File: src/rtl/pcm_voice_pkg.sv
package pcm_voice_pkg;

  localparam int unsigned WORD_W   = 16;
  localparam int unsigned NARROW_W = 8;

  typedef struct packed {
    logic fast;
    logic wide;
  } pcm_mode_t;

endpackage

File: src/rtl/pcm_frame_timer.sv
module pcm_frame_timer
  import pcm_voice_pkg::*;
#(
  parameter int unsigned DIV_FAST   = 125,
  parameter int unsigned DIV_SLOW   = 128,
  parameter int unsigned FRAME_FAST = 256,
  parameter int unsigned FRAME_SLOW = 250,
  parameter int unsigned NUM_PINS   = 2,
  parameter int unsigned MAX_SLOTS  = 3,
  parameter int unsigned SLOT_CW    = 2,
  parameter int unsigned PH_W       = 7,
  parameter int unsigned BIT_W      = 8
) (
  input  logic                clk,
  input  logic                rst_n,
  input  logic                cfg_fast_i,
  input  logic                cfg_wide_i,
  input  logic [SLOT_CW-1:0]  cfg_slots_i,
  input  logic [NUM_PINS-1:0] pin_dir_i,
  output logic                rise_en_o,
  output logic                fall_en_o,
  output logic [BIT_W-1:0]    next_bit_o,
  output pcm_mode_t           mode_nx_o,
  output logic [SLOT_CW-1:0]  slots_nx_o,
  output logic [NUM_PINS-1:0] dir_nx_o,
  output logic                wide_q_o,
  output logic [NUM_PINS-1:0] dir_q_o,
  output logic                pcm_clk_o,
  output logic                pcm_sync_o
);

  logic [PH_W-1:0]     ph_q, ph_d, ph_last, ph_half;
  logic [BIT_W-1:0]    bit_q, bit_d, bit_last;
  pcm_mode_t           mode_q, mode_d, mode_in;
  logic [SLOT_CW-1:0]  slots_q, slots_d, slots_in;
  logic [NUM_PINS-1:0] dir_q, dir_d;
  logic                clk_q, clk_d, sync_q, sync_d;
  logic                rise, fall, wrap;

  // The slot count is clamped into the legal range before it is latched
  always_comb begin
    slots_in = cfg_slots_i;
    if (cfg_slots_i == '0) begin
      slots_in = SLOT_CW'(1);
    end else if (cfg_slots_i > SLOT_CW'(MAX_SLOTS)) begin
      slots_in = SLOT_CW'(MAX_SLOTS);
    end
    mode_in.fast = cfg_fast_i;
    mode_in.wide = cfg_wide_i;
  end

  assign ph_last  = mode_q.fast ? PH_W'(DIV_FAST - 1)     : PH_W'(DIV_SLOW - 1);
  assign ph_half  = mode_q.fast ? PH_W'(DIV_FAST / 2 - 1) : PH_W'(DIV_SLOW / 2 - 1);
  assign bit_last = mode_q.fast ? BIT_W'(FRAME_FAST - 1)  : BIT_W'(FRAME_SLOW - 1);

  assign rise = (ph_q == ph_last);
  assign fall = (ph_q == ph_half);
  assign wrap = rise && (bit_q == bit_last);

  always_comb begin
    ph_d    = ph_q + PH_W'(1);
    bit_d   = bit_q;
    mode_d  = mode_q;
    slots_d = slots_q;
    dir_d   = dir_q;
    clk_d   = clk_q;
    sync_d  = sync_q;
    if (rise) begin
      ph_d   = '0;
      clk_d  = 1'b1;
      sync_d = wrap;
      if (wrap) begin
        bit_d   = '0;
        mode_d  = mode_in;
        slots_d = slots_in;
        dir_d   = pin_dir_i;
      end else begin
        bit_d = bit_q + BIT_W'(1);
      end
    end else if (fall) begin
      clk_d = 1'b0;
    end
  end

  always_ff @(posedge clk or negedge rst_n) begin
    if (!rst_n) begin
      ph_q        <= PH_W'(DIV_FAST - 1);
      bit_q       <= BIT_W'(FRAME_FAST - 1);
      mode_q.fast <= 1'b1;
      mode_q.wide <= 1'b0;
      slots_q     <= SLOT_CW'(1);
      dir_q       <= '0;
      clk_q       <= 1'b0;
      sync_q      <= 1'b0;
    end else begin
      ph_q    <= ph_d;
      bit_q   <= bit_d;
      mode_q  <= mode_d;
      slots_q <= slots_d;
      dir_q   <= dir_d;
      clk_q   <= clk_d;
      sync_q  <= sync_d;
    end
  end

  assign rise_en_o  = rise;
  assign fall_en_o  = fall;
  assign next_bit_o = bit_d;
  assign mode_nx_o  = mode_d;
  assign slots_nx_o = slots_d;
  assign dir_nx_o   = dir_d;
  assign wide_q_o   = mode_q.wide;
  assign dir_q_o    = dir_q;
  assign pcm_clk_o  = clk_q;
  assign pcm_sync_o = sync_q;

endmodule

File: src/rtl/pcm_slot_seq.sv
module pcm_slot_seq #(
  parameter int unsigned SLOT_CW = 2,
  parameter int unsigned SLOT_IW = 2,
  parameter int unsigned BIT_W   = 8
) (
  input  logic               clk,
  input  logic               rst_n,
  input  logic               rise_en_i,
  input  logic               fall_en_i,
  input  logic [BIT_W-1:0]   next_bit_i,
  input  logic               wide_nx_i,
  input  logic [SLOT_CW-1:0] slots_nx_i,
  output logic               act_nx_o,
  output logic [SLOT_IW-1:0] slot_nx_o,
  output logic               first_nx_o,
  output logic               act_q_o,
  output logic [SLOT_IW-1:0] slot_q_o,
  output logic               last_q_o,
  output logic               frame_done_o
);

  logic [BIT_W-1:0]   span;
  logic [3:0]         bpos;
  logic               act_nx, last_nx, final_nx;
  logic [SLOT_IW-1:0] slot_nx;
  logic               act_q, act_d, last_q, last_d, final_q, final_d, done_q, done_d;
  logic [SLOT_IW-1:0] slot_q, slot_d;

  // Decode of the bit that starts on the coming rising edge
  always_comb begin
    span     = BIT_W'(slots_nx_i) << (wide_nx_i ? 4 : 3);
    bpos     = wide_nx_i ? next_bit_i[3:0] : {1'b0, next_bit_i[2:0]};
    slot_nx  = SLOT_IW'(wide_nx_i ? (next_bit_i >> 4) : (next_bit_i >> 3));
    act_nx   = (next_bit_i < span);
    last_nx  = act_nx && (bpos == (wide_nx_i ? 4'd15 : 4'd7));
    final_nx = act_nx && (next_bit_i == span - BIT_W'(1));
  end

  always_comb begin
    act_d   = act_q;
    slot_d  = slot_q;
    last_d  = last_q;
    final_d = final_q;
    if (rise_en_i) begin
      act_d   = act_nx;
      slot_d  = slot_nx;
      last_d  = last_nx;
      final_d = final_nx;
    end
    done_d = fall_en_i && final_q;
  end

  always_ff @(posedge clk or negedge rst_n) begin
    if (!rst_n) begin
      act_q   <= 1'b0;
      slot_q  <= '0;
      last_q  <= 1'b0;
      final_q <= 1'b0;
      done_q  <= 1'b0;
    end else begin
      act_q   <= act_d;
      slot_q  <= slot_d;
      last_q  <= last_d;
      final_q <= final_d;
      done_q  <= done_d;
    end
  end

  assign act_nx_o     = act_nx;
  assign slot_nx_o    = slot_nx;
  assign first_nx_o   = (bpos == 4'd0);
  assign act_q_o      = act_q;
  assign slot_q_o     = slot_q;
  assign last_q_o     = last_q;
  assign frame_done_o = done_q;

endmodule

File: src/rtl/pcm_lane.sv
module pcm_lane
  import pcm_voice_pkg::*;
#(
  parameter int unsigned MAX_SLOTS = 3,
  parameter int unsigned SLOT_IW   = 2,
  parameter int unsigned LANE_W    = MAX_SLOTS * WORD_W
) (
  input  logic               clk,
  input  logic               rst_n,
  input  logic               rise_en_i,
  input  logic               fall_en_i,
  input  logic               dir_nx_i,
  input  logic               dir_q_i,
  input  logic               wide_nx_i,
  input  logic               wide_q_i,
  input  logic               act_nx_i,
  input  logic [SLOT_IW-1:0] slot_nx_i,
  input  logic               first_nx_i,
  input  logic               act_q_i,
  input  logic [SLOT_IW-1:0] slot_q_i,
  input  logic               last_q_i,
  input  logic [LANE_W-1:0]  tx_words_i,
  input  logic               pin_i,
  output logic               pin_o,
  output logic               pin_oe_o,
  output logic [LANE_W-1:0]  rx_words_o
);

  logic [WORD_W-1:0] word_sel, aligned, cap;
  logic [WORD_W-1:0] tsh_q, tsh_d;
  logic [WORD_W-2:0] rsh_q, rsh_d;
  logic [LANE_W-1:0] rx_q, rx_d;
  logic              out_q, out_d, oe_q, oe_d;

  // Transmit word of the coming slot, left-aligned so bit 15 leaves first
  always_comb begin
    word_sel = '0;
    for (int s = 0; s < int'(MAX_SLOTS); s++) begin
      if (slot_nx_i == SLOT_IW'(s)) begin
        word_sel = tx_words_i[s*WORD_W +: WORD_W];
      end
    end
    aligned = wide_nx_i ? word_sel : {word_sel[NARROW_W-1:0], {NARROW_W{1'b0}}};
  end

  always_comb begin
    tsh_d = tsh_q;
    out_d = out_q;
    oe_d  = oe_q;
    if (rise_en_i) begin
      if (act_nx_i && (dir_nx_i == 1'b1)) begin
        oe_d = 1'b1;
        if (first_nx_i) begin
          out_d = aligned[WORD_W-1];
          tsh_d = {aligned[WORD_W-2:0], 1'b0};
        end else begin
          out_d = tsh_q[WORD_W-1];
          tsh_d = {tsh_q[WORD_W-2:0], 1'b0};
        end
      end else begin
        oe_d  = 1'b0;
        out_d = 1'b0;
      end
    end
  end

  // Receive path, sampled on the falling bit-clock edge
  always_comb begin
    rsh_d = rsh_q;
    rx_d  = rx_q;
    cap   = wide_q_i ? {rsh_q, pin_i}
                     : {{NARROW_W{1'b0}}, rsh_q[NARROW_W-2:0], pin_i};
    if (fall_en_i && act_q_i && (dir_q_i == 1'b0)) begin
      rsh_d = {rsh_q[WORD_W-3:0], pin_i};
      if (last_q_i) begin
        for (int s = 0; s < int'(MAX_SLOTS); s++) begin
          if (slot_q_i == SLOT_IW'(s)) begin
            rx_d[s*WORD_W +: WORD_W] = cap;
          end
        end
      end
    end
  end

  always_ff @(posedge clk or negedge rst_n) begin
    if (!rst_n) begin
      tsh_q <= '0;
      rsh_q <= '0;
      rx_q  <= '0;
      out_q <= 1'b0;
      oe_q  <= 1'b0;
    end else begin
      tsh_q <= tsh_d;
      rsh_q <= rsh_d;
      rx_q  <= rx_d;
      out_q <= out_d;
      oe_q  <= oe_d;
    end
  end

  assign pin_o      = out_q;
  assign pin_oe_o   = oe_q;
  assign rx_words_o = rx_q;

endmodule

File: src/rtl/pcm_voice_master.sv
module pcm_voice_master
  import pcm_voice_pkg::*;
#(
  parameter int unsigned DIV_FAST   = 125,
  parameter int unsigned DIV_SLOW   = 128,
  parameter int unsigned FRAME_FAST = 256,
  parameter int unsigned FRAME_SLOW = 250,
  parameter int unsigned NUM_PINS   = 2,
  parameter int unsigned MAX_SLOTS  = 3,
  parameter int unsigned SLOT_CW    = $clog2(MAX_SLOTS + 1),
  parameter int unsigned BUS_W      = NUM_PINS * MAX_SLOTS * 16
) (
  input  logic                clk,
  input  logic                rst_n,
  input  logic                cfg_fast_i,
  input  logic                cfg_wide_i,
  input  logic [SLOT_CW-1:0]  cfg_slots_i,
  input  logic [NUM_PINS-1:0] pin_dir_i,
  input  logic [BUS_W-1:0]    tx_data_i,
  input  logic [NUM_PINS-1:0] pin_i,
  output logic                pcm_clk_o,
  output logic                pcm_sync_o,
  output logic [NUM_PINS-1:0] pin_o,
  output logic [NUM_PINS-1:0] pin_oe_o,
  output logic [BUS_W-1:0]    rx_data_o,
  output logic                frame_done_o
);

  localparam int unsigned DIV_MAX   = (DIV_FAST > DIV_SLOW) ? DIV_FAST : DIV_SLOW;
  localparam int unsigned FRAME_MAX = (FRAME_FAST > FRAME_SLOW) ? FRAME_FAST : FRAME_SLOW;
  localparam int unsigned PH_W      = $clog2(DIV_MAX);
  localparam int unsigned BIT_W     = $clog2(FRAME_MAX);
  localparam int unsigned SLOT_IW   = (MAX_SLOTS > 1) ? $clog2(MAX_SLOTS) : 1;
  localparam int unsigned LANE_W    = MAX_SLOTS * WORD_W;

  logic                rise_en, fall_en;
  logic [BIT_W-1:0]    next_bit;
  pcm_mode_t           mode_nx;
  logic [SLOT_CW-1:0]  slots_nx;
  logic [NUM_PINS-1:0] dir_nx, dir_q;
  logic                wide_q;
  logic                act_nx, first_nx, act_q, last_q;
  logic [SLOT_IW-1:0]  slot_nx, slot_q;

  pcm_frame_timer #(
    .DIV_FAST  (DIV_FAST),
    .DIV_SLOW  (DIV_SLOW),
    .FRAME_FAST(FRAME_FAST),
    .FRAME_SLOW(FRAME_SLOW),
    .NUM_PINS  (NUM_PINS),
    .MAX_SLOTS (MAX_SLOTS),
    .SLOT_CW   (SLOT_CW),
    .PH_W      (PH_W),
    .BIT_W     (BIT_W)
  ) u_timer (
    .clk        (clk),
    .rst_n      (rst_n),
    .cfg_fast_i (cfg_fast_i),
    .cfg_wide_i (cfg_wide_i),
    .cfg_slots_i(cfg_slots_i),
    .pin_dir_i  (pin_dir_i),
    .rise_en_o  (rise_en),
    .fall_en_o  (fall_en),
    .next_bit_o (next_bit),
    .mode_nx_o  (mode_nx),
    .slots_nx_o (slots_nx),
    .dir_nx_o   (dir_nx),
    .wide_q_o   (wide_q),
    .dir_q_o    (dir_q),
    .pcm_clk_o  (pcm_clk_o),
    .pcm_sync_o (pcm_sync_o)
  );

  pcm_slot_seq #(
    .SLOT_CW(SLOT_CW),
    .SLOT_IW(SLOT_IW),
    .BIT_W  (BIT_W)
  ) u_seq (
    .clk         (clk),
    .rst_n       (rst_n),
    .rise_en_i   (rise_en),
    .fall_en_i   (fall_en),
    .next_bit_i  (next_bit),
    .wide_nx_i   (mode_nx.wide),
    .slots_nx_i  (slots_nx),
    .act_nx_o    (act_nx),
    .slot_nx_o   (slot_nx),
    .first_nx_o  (first_nx),
    .act_q_o     (act_q),
    .slot_q_o    (slot_q),
    .last_q_o    (last_q),
    .frame_done_o(frame_done_o)
  );

  for (genvar p = 0; p < int'(NUM_PINS); p++) begin : g_lane
    pcm_lane #(
      .MAX_SLOTS(MAX_SLOTS),
      .SLOT_IW  (SLOT_IW)
    ) u_lane (
      .clk       (clk),
      .rst_n     (rst_n),
      .rise_en_i (rise_en),
      .fall_en_i (fall_en),
      .dir_nx_i  (dir_nx[p]),
      .dir_q_i   (dir_q[p]),
      .wide_nx_i (mode_nx.wide),
      .wide_q_i  (wide_q),
      .act_nx_i  (act_nx),
      .slot_nx_i (slot_nx),
      .first_nx_i(first_nx),
      .act_q_i   (act_q),
      .slot_q_i  (slot_q),
      .last_q_i  (last_q),
      .tx_words_i(tx_data_i[p*LANE_W +: LANE_W]),
      .pin_i     (pin_i[p]),
      .pin_o     (pin_o[p]),
      .pin_oe_o  (pin_oe_o[p]),
      .rx_words_o(rx_data_o[p*LANE_W +: LANE_W])
    );
  end

endmodule

File: config.mk
export PLATFORM = sky130hd
export DESIGN_NAME = pcm_voice_master
export DESIGN_NICKNAME = d
export VERILOG_FILES = /design/src/rtl/pcm_voice_pkg.sv /design/src/rtl/pcm_frame_timer.sv /design/src/rtl/pcm_slot_seq.sv /design/src/rtl/pcm_lane.sv /design/src/rtl/pcm_voice_master.sv
export SDC_FILE = /design/constraint.sdc
export NUM_CORES = 1
export LEC_CHECK = 0
export ABC_CLOCK_PERIOD_IN_PS = 7900
export BUFFER_PORTS_ARGS = -buffer_cell sky130_fd_sc_hd__buf_2
export CAP_MARGIN = 20
export CORE_MARGIN = 10
export CORE_UTILIZATION = 40
export DETAILED_ROUTE_END_ITERATION = 16
export RECOVER_POWER = 25
export SYNTH_ARGS = -nofsm -noshare
export SYNTH_HDL_FRONTEND = slang
export SYNTH_SLANG_ARGS = --single-unit
File: constraint.sdc
create_clock -name clk -period 7.9 [get_ports clk]
set_input_delay 0.395 -clock clk [delete_from_list [all_inputs] [get_ports clk]]
set_output_delay 0.395 -clock clk [all_outputs]
set_load 0.05 [all_outputs]
### After elaboration in Yosys (flattened, before gate mapping)

Cells that the tools add are included.

* flip-flop bits (word level): 191
* input port bits: 106
* output and inout bits: 103
* logic and storage cells: 105

* add/sub/neg operators: 3
* magnitude comparators: 2
* equality and inequality tests: 9
* shift operators: 1
* multiplexer cells: 38
* bitwise gates (word level): 2
* reduce and logical (&&, ||, !) cells: 23

Operators by type and width (number)
* 16-bit two-way mux: 12
* 2-bit by 32-bit << shifter with 8-bit output: 1
* 2-bit two-way mux: 9
* 3-bit AND reduction: 6
* 8-bit equality test: 2
* 8-bit two-way mux: 2
* 7-bit equality test: 2
* 1-bit two-way mux: 10
* 1-bit logical AND: 9
* 8-bit by 1-bit adder with 8-bit output, second input constant: 1
* 8-bit less-than comparator: 1
* 4-bit two-way mux: 2
* 8-bit by 1-bit subtractor with 8-bit output, second input constant: 1
* 7-bit by 1-bit adder with 7-bit output, second input constant: 1
* 7-bit two-way mux: 1
* 2-bit zero test: 3
* 3-bit two-way mux: 2
* 2-bit AND reduction: 3
* 2-bit by 1-bit equality test with 1-bit output, second input constant: 2
* 2-bit equality test, second input constant: 2
* 4-bit equality test: 1
* 4-bit zero test: 1
* 2-bit greater-than comparator, second input constant: 1
* 1-bit NOT: 2
* 2-bit nonzero test: 1

### Depth between registers and ports, before layout

* depth after elaboration: 13
* gate-level depth with buffers: 16
* depth with buffers taken out: 13

### Cells and area by module

A second synthesis with hierarchy kept.

* cell total of the unflattened synthesis: 805
* area total of the unflattened synthesis: 8844.7 um2

By module, submodules not included
* pcm_lane: instances 2, cells each 322, area an instance 3587.2 um2, sequential area each 2001.9 um2
* pcm_frame_timer: instances 1, cells each 103, area an instance 1119.8 um2, sequential area each 594.3 um2
* pcm_slot_seq: instances 1, cells each 58, area an instance 550.5 um2, sequential area each 150.1 um2

### Worst setup path before layout

OpenSTA, ideal clock, no wires.

* path kind: register -> register
* start: register u_timer.mode_q[1] (netlist bit)
* end: register g_lane[0].u_lane.tsh_q[11]
* library setup time: 0.141 ns
* arrival time: 3.555 ns
* required time: 7.759 ns
* setup slack: 4.203 ns
* cell stages (with the launch flop): 16
* buffers on the path: 4
* clock period less this slack: 3.697 ns
* path through: dfstp_2 or3b_1 buf_6 a211oi_4 buf_4 nand3_1 and2_1 clkinv_1 clkbuf_1 a21oi_1 ha_1 o211ai_1 nand4_1 nor2_1 clkbuf_1 a31oi_1

* cells in the longest elaborated chain, start to end: 12
* elaborated cells between the ends (all ways): 29
* classes of those cells: order compare (1); eq/ne (4); shift (1); mux (18); reduce/logical (5)

Ends and longest elaborated chain
* start: declaration: RTL line pcm_frame_timer.sv:34 `pcm_mode_t mode_q, mode_d, mode_in;`
* start signal: assignment: RTL line pcm_frame_timer.sv:98 `mode_q <= mode_d;`
* 3-bit two-way mux or 2-bit two-way mux (tied branches): RTL line pcm_frame_timer.sv:54, pcm_frame_timer.sv:52
* 8-bit equality test or 7-bit equality test (tied branches): RTL line pcm_frame_timer.sv:58, pcm_frame_timer.sv:56
* 1-bit logical AND: RTL line pcm_frame_timer.sv:58 `assign wrap = rise && (bit_q == bit_last);`
* 1-bit two-way mux: RTL line pcm_frame_timer.sv:72 `if (wrap) begin`
* 1-bit two-way mux (*): RTL line pcm_frame_timer.sv:68 `if (rise) begin`
* named net g_lane[0].u_lane.wide_nx_i: RTL line pcm_lane.sv:14 `input logic wide_nx_i,`
* parallel branches: the longest is 7 deep, another holds 8-bit less-than comparator
* end signal: assignment: RTL line pcm_lane.sv:93 `tsh_q <= tsh_d;`
* end: declaration: RTL line pcm_lane.sv:30 `logic [WORD_W-1:0] tsh_q, tsh_d;`

Mark *: on every way through the listed nets, which the timed path passes.
A chain may end at the register's enable or synchronous reset.

==> results.md <==
• status: complete, but fails checks
• violated checks: capacitance limit, slew limit
• count of input and output buffers: 208
• detailed-route wire length: 23200 um
• transition time of the tightest slew-check pin: 5.81 ns
• number of DRC markers in iteration 0: 417
• net count of the finished layout: 1098
• number of inserted filler cells in the final layout: 2029
• total power divided by cell area: 179 nW/um^2
• share of final-layout standard cells stronger than drive strength 1: 37.2%
• unrepaired setup endpoints after global routing: false
• Bufs and invs on worst path: 1
• final setup violation count: 0
• count of standard-cell rows: 54
• cts repair resizes: 0
• Hold Path Depth: 3
• Crit Path Category: input port to asynchronous set/reset pin
• placed wire-length estimate: 17100 um
• post-synthesis cell type count: 70
• setup slack of the worst register-to-register path: 2.88 ns
• Layout Skew: 0.0121 ns
• Crit Reg-Reg Endpoint: g_lane[0].u_lane.tsh_q[12]
• global route total overflow: 0
• crit path max fanout: 110
• count of cells along the worst register-to-register path: 13
• cells after synthesis: 786
• CTS Buf Count: 17
• CTS root buffer: clkbuf_16
• slowest cell on the critical path: clkbuf_1
• initial antenna violation count: 0
• Slew Limit Fails: 111
• clock power share: 45.1%
• number of global-route vias before repair: 7008
• non-filler instance count after layout: 1275
• Chip Height: 168 um
• global-route wire length before repair: 37500 um
• required time reported for the critical path endpoint: 7.04 ns
• number of buffers between clock root and the deepest sink: 2
• data arrival at the endpoint of the critical path: 4.48 ns
• count of pins on the block boundary: 209
• core region area: 21800 sq um
• capturing element type of the critical path: asynchronous set/reset pin
• latest clock arrival within the worst-skew pair: 0.44 ns
• switching power summed over all nets: 458 uW
• chain of cells forming the critical path: clkbuf_1
• DR DRC count: 0
• fraction of power spent switching nets: 23.9%
• hold wc startpoint: cfg_fast_i
• synthesized cell area: 8810 sq um
• highest cell delay on the worst timing path: 3.97 ns
• post-synthesis area per instance: 11.2 sq um
• Static Leakage: 0.00530 uW
• average wire per cell in the routed design: 18.2 um
• highest clock frequency the design can meet: 0.187 GHz
• worst slew margin relative to its limit: -288%
• clock slew at reported path FFs: 0.07 ns
• number of maximum-capacitance violations: 1
• Initial Util: 40.5%
• Internal Pwr Total: 1460 uW
• hold worst-path end: u_timer.mode_q[1]
• maximum number of pins on one net before global-route repair: 111
• clock sink count: 189
• count of flip-flops with a built-in enable after synthesis: 0
• routability congestion estimate from global placement: 0.852
• remaining number of nets flagged by the antenna check after routing: 0
• post-synthesis sequential element count: 189
• final hold violations: 0
• synthesis warning total: 0
• critical path's top delay family: buffers and inverters
• final core area utilization: 49.1%
• Post-synth ARST share: 100%
• peak supply drop: 0.000102 V
• ratio of final minimum period to clock period: 67.7%
• area growth from synthesis to layout: 21.1%
• FF-to-FF Start: u_timer.bit_q[2]
• Setup TNS: 0 ns
• number of levels the H-tree was split into: 4
• sequential share of power: 50.7%
• minimum period implied by the final worst setup slack: 5.35 ns
• TritonCTS clock tree: built
• post-CTS setup-driven buffer insertion count: 0
• GR Util All Layers: 16.0%
• Horiz. Die Dim: 168 um
• portion of total power attributed to combinational logic: 4.3%
• sequential share of the synthesized area: 53.9%
• number of placed instances with taps included: 1243
• vias after detailed routing: 6708
• Critical Path Source Type: input port
• Antenna Diode Count: 0
• first-pass detailed-route iteration total: 4
• hold buffers post-CTS: 0
• vias per inst: 5.26
• primary flip-flop cell chosen by synthesis mapping: dfrtp_1
• Worst Hold Class: input port to flop
• area enclosed by the die boundary: 28400 sq um
-- final cells by class --
| type | count | area (sq um) | area share (%) |
|---|---|---|---|
| Tap cell | 280 | 350 | 3.28 |
| Sequential cell | 189 | 4750 | 44.5 |
| Clock inverter | 14 | 174 | 1.63 |
| Multi-Input combinational cell | 542 | 3780 | 35.4 |
| Inverter | 12 | 45.0 | 0.422 |
| Clock buffer | 17 | 425 | 3.99 |
| Timing Repair Buffer | 221 | 1150 | 10.8 |
-- power groups by stage --
stage / Clock [uW] / Combinational [uW] / Sequential (uW)
after floorplan: 0 / 22.2 / 994
final: 863 / 81.4 / 970
after detailed placement: 0 / 82.0 / 989
after global placement: 0 / 82.2 / 989
after global routing: 919 / 91.9 / 970
after CTS: 881 / 82.2 / 970
-- registers in the layout (all words and copies together) (netlist names), 7 cells and up --
name / count
u_timer.ph_q: 7
u_timer.bit_q: 8
g_lane.u_lane.rsh_q: 30
g_lane.u_lane.rx_words_o: 96
g_lane.u_lane.tsh_q: 30
-- how the worst max path moves through the flow --
stage | from | end | slack, ns | cells past startpoint
2_1_floorplan | u_timer.mode_q[1] | g_lane[0].u_lane.tsh_q[11] | 4.20 | 15
3_3_place_gp | u_timer.mode_q[1] | g_lane[0].u_lane.tsh_q[15] | 3.02 | 13
3_5_place_dp | u_timer.mode_q[1] | g_lane[0].u_lane.tsh_q[15] | 2.86 | 13
4_1_cts | u_timer.bit_q[2] | g_lane[0].u_lane.tsh_q[15] | 2.85 | 13
5_1_grt | rst_n | g_lane[1].u_lane.tsh_q[12] | 1.38 | 1
6_report | rst_n | u_timer.ph_q[0] | 2.55 | 1
-- worst min-delay path: stages --
cell	delay, ns
buf_2	0.11
nand2_1	0.05
nand2_1	0.05
-- logic make-up (layout without fill, tap and decap cells) --
group | Yosys count | count (layout) | synth area share [%]
AOI/OAI and AO/OA | 186 | 186 | 15.0
DFF | 189 | 189 | 53.9
muxes | 112 | 112 | 14.0
buffers and inverters | 58 | 264 | 3.48
and+or+nand+nor | 214 | 214 | 10.6
other | 2 | 5 | 0.0852
xor gates and xnor gates | 16 | 16 | 1.59
adders and majority gates | 9 | 9 | 1.28
-- per-layer routing --
metal  vias to the layer above  global-route usage (%)  wire length [um]
li1                       3230                       -                 -
met1                      3262                    21.2             10400
met2                       197                    25.1             10900
met3                        19                    5.17              1750
met4                         0                    3.75               222
met5                         -                       0                 0
-- metrics by stage --
step           total power [uW]  setup WS [ns]  hold slack (ns)  cell area [sq um]
2_1_floorplan              1020           4.20           0.0994               8830
3_3_place_gp               1070           3.02            0.457              10100
3_5_place_dp               1070           2.86            0.464              10100
4_1_cts                    1930           2.85           0.0954              10700
5_1_grt                    1980           1.38            0.184              10700
6_report                   1910           2.55            0.172              10700
-- placed cells by master, fill, tap and decap left out, drive strengths merged, types with 9 or more instances in the layout --
master / n
buf: 219
dfrtp: 174
nand2: 113
mux2: 93
o21ai: 63
nor2: 52
a21oi: 21
mux2i: 19
clkbuf: 19
inv: 16
a22oi: 15
dfstp: 15
o2bb2ai: 15
nand3: 14
o211ai: 13
a31oi: 12
nand4: 10
xor2: 9
a221o: 9
ha: 9
-- synth_stat cells, types with 3 or more instances --
cell | n | area share [%]
a221o_1 | 9 | 1.0
nand4b_1 | 4 | 0.40
o211ai_1 | 13 | 1.1
nor2_1 | 51 | 2.2
a221oi_1 | 3 | 0.30
buf_2 | 6 | 0.34
a31oi_1 | 12 | 0.85
dfrtp_1 | 174 | 49
dfstp_2 | 15 | 4.5
a2bb2oi_1 | 4 | 0.40
and2_1 | 7 | 0.50
inv_1 | 11 | 0.47
a211oi_1 | 3 | 0.26
mux2_2 | 92 | 12
a21oi_1 | 21 | 1.2
nand4_1 | 10 | 0.71
nand3_1 | 14 | 0.79
xnor2_1 | 7 | 0.70
o2bb2ai_1 | 13 | 1.3
clkbuf_1 | 27 | 1.1
nand2_1 | 113 | 4.8
a211o_1 | 3 | 0.30
a21o_1 | 3 | 0.26
a22oi_1 | 15 | 1.3
buf_4 | 8 | 0.68
ha_1 | 9 | 1.3
o21ai_0 | 60 | 3.4
mux2i_1 | 19 | 2.2
xor2_1 | 9 | 0.89
(Power assumes the default switching activity.)
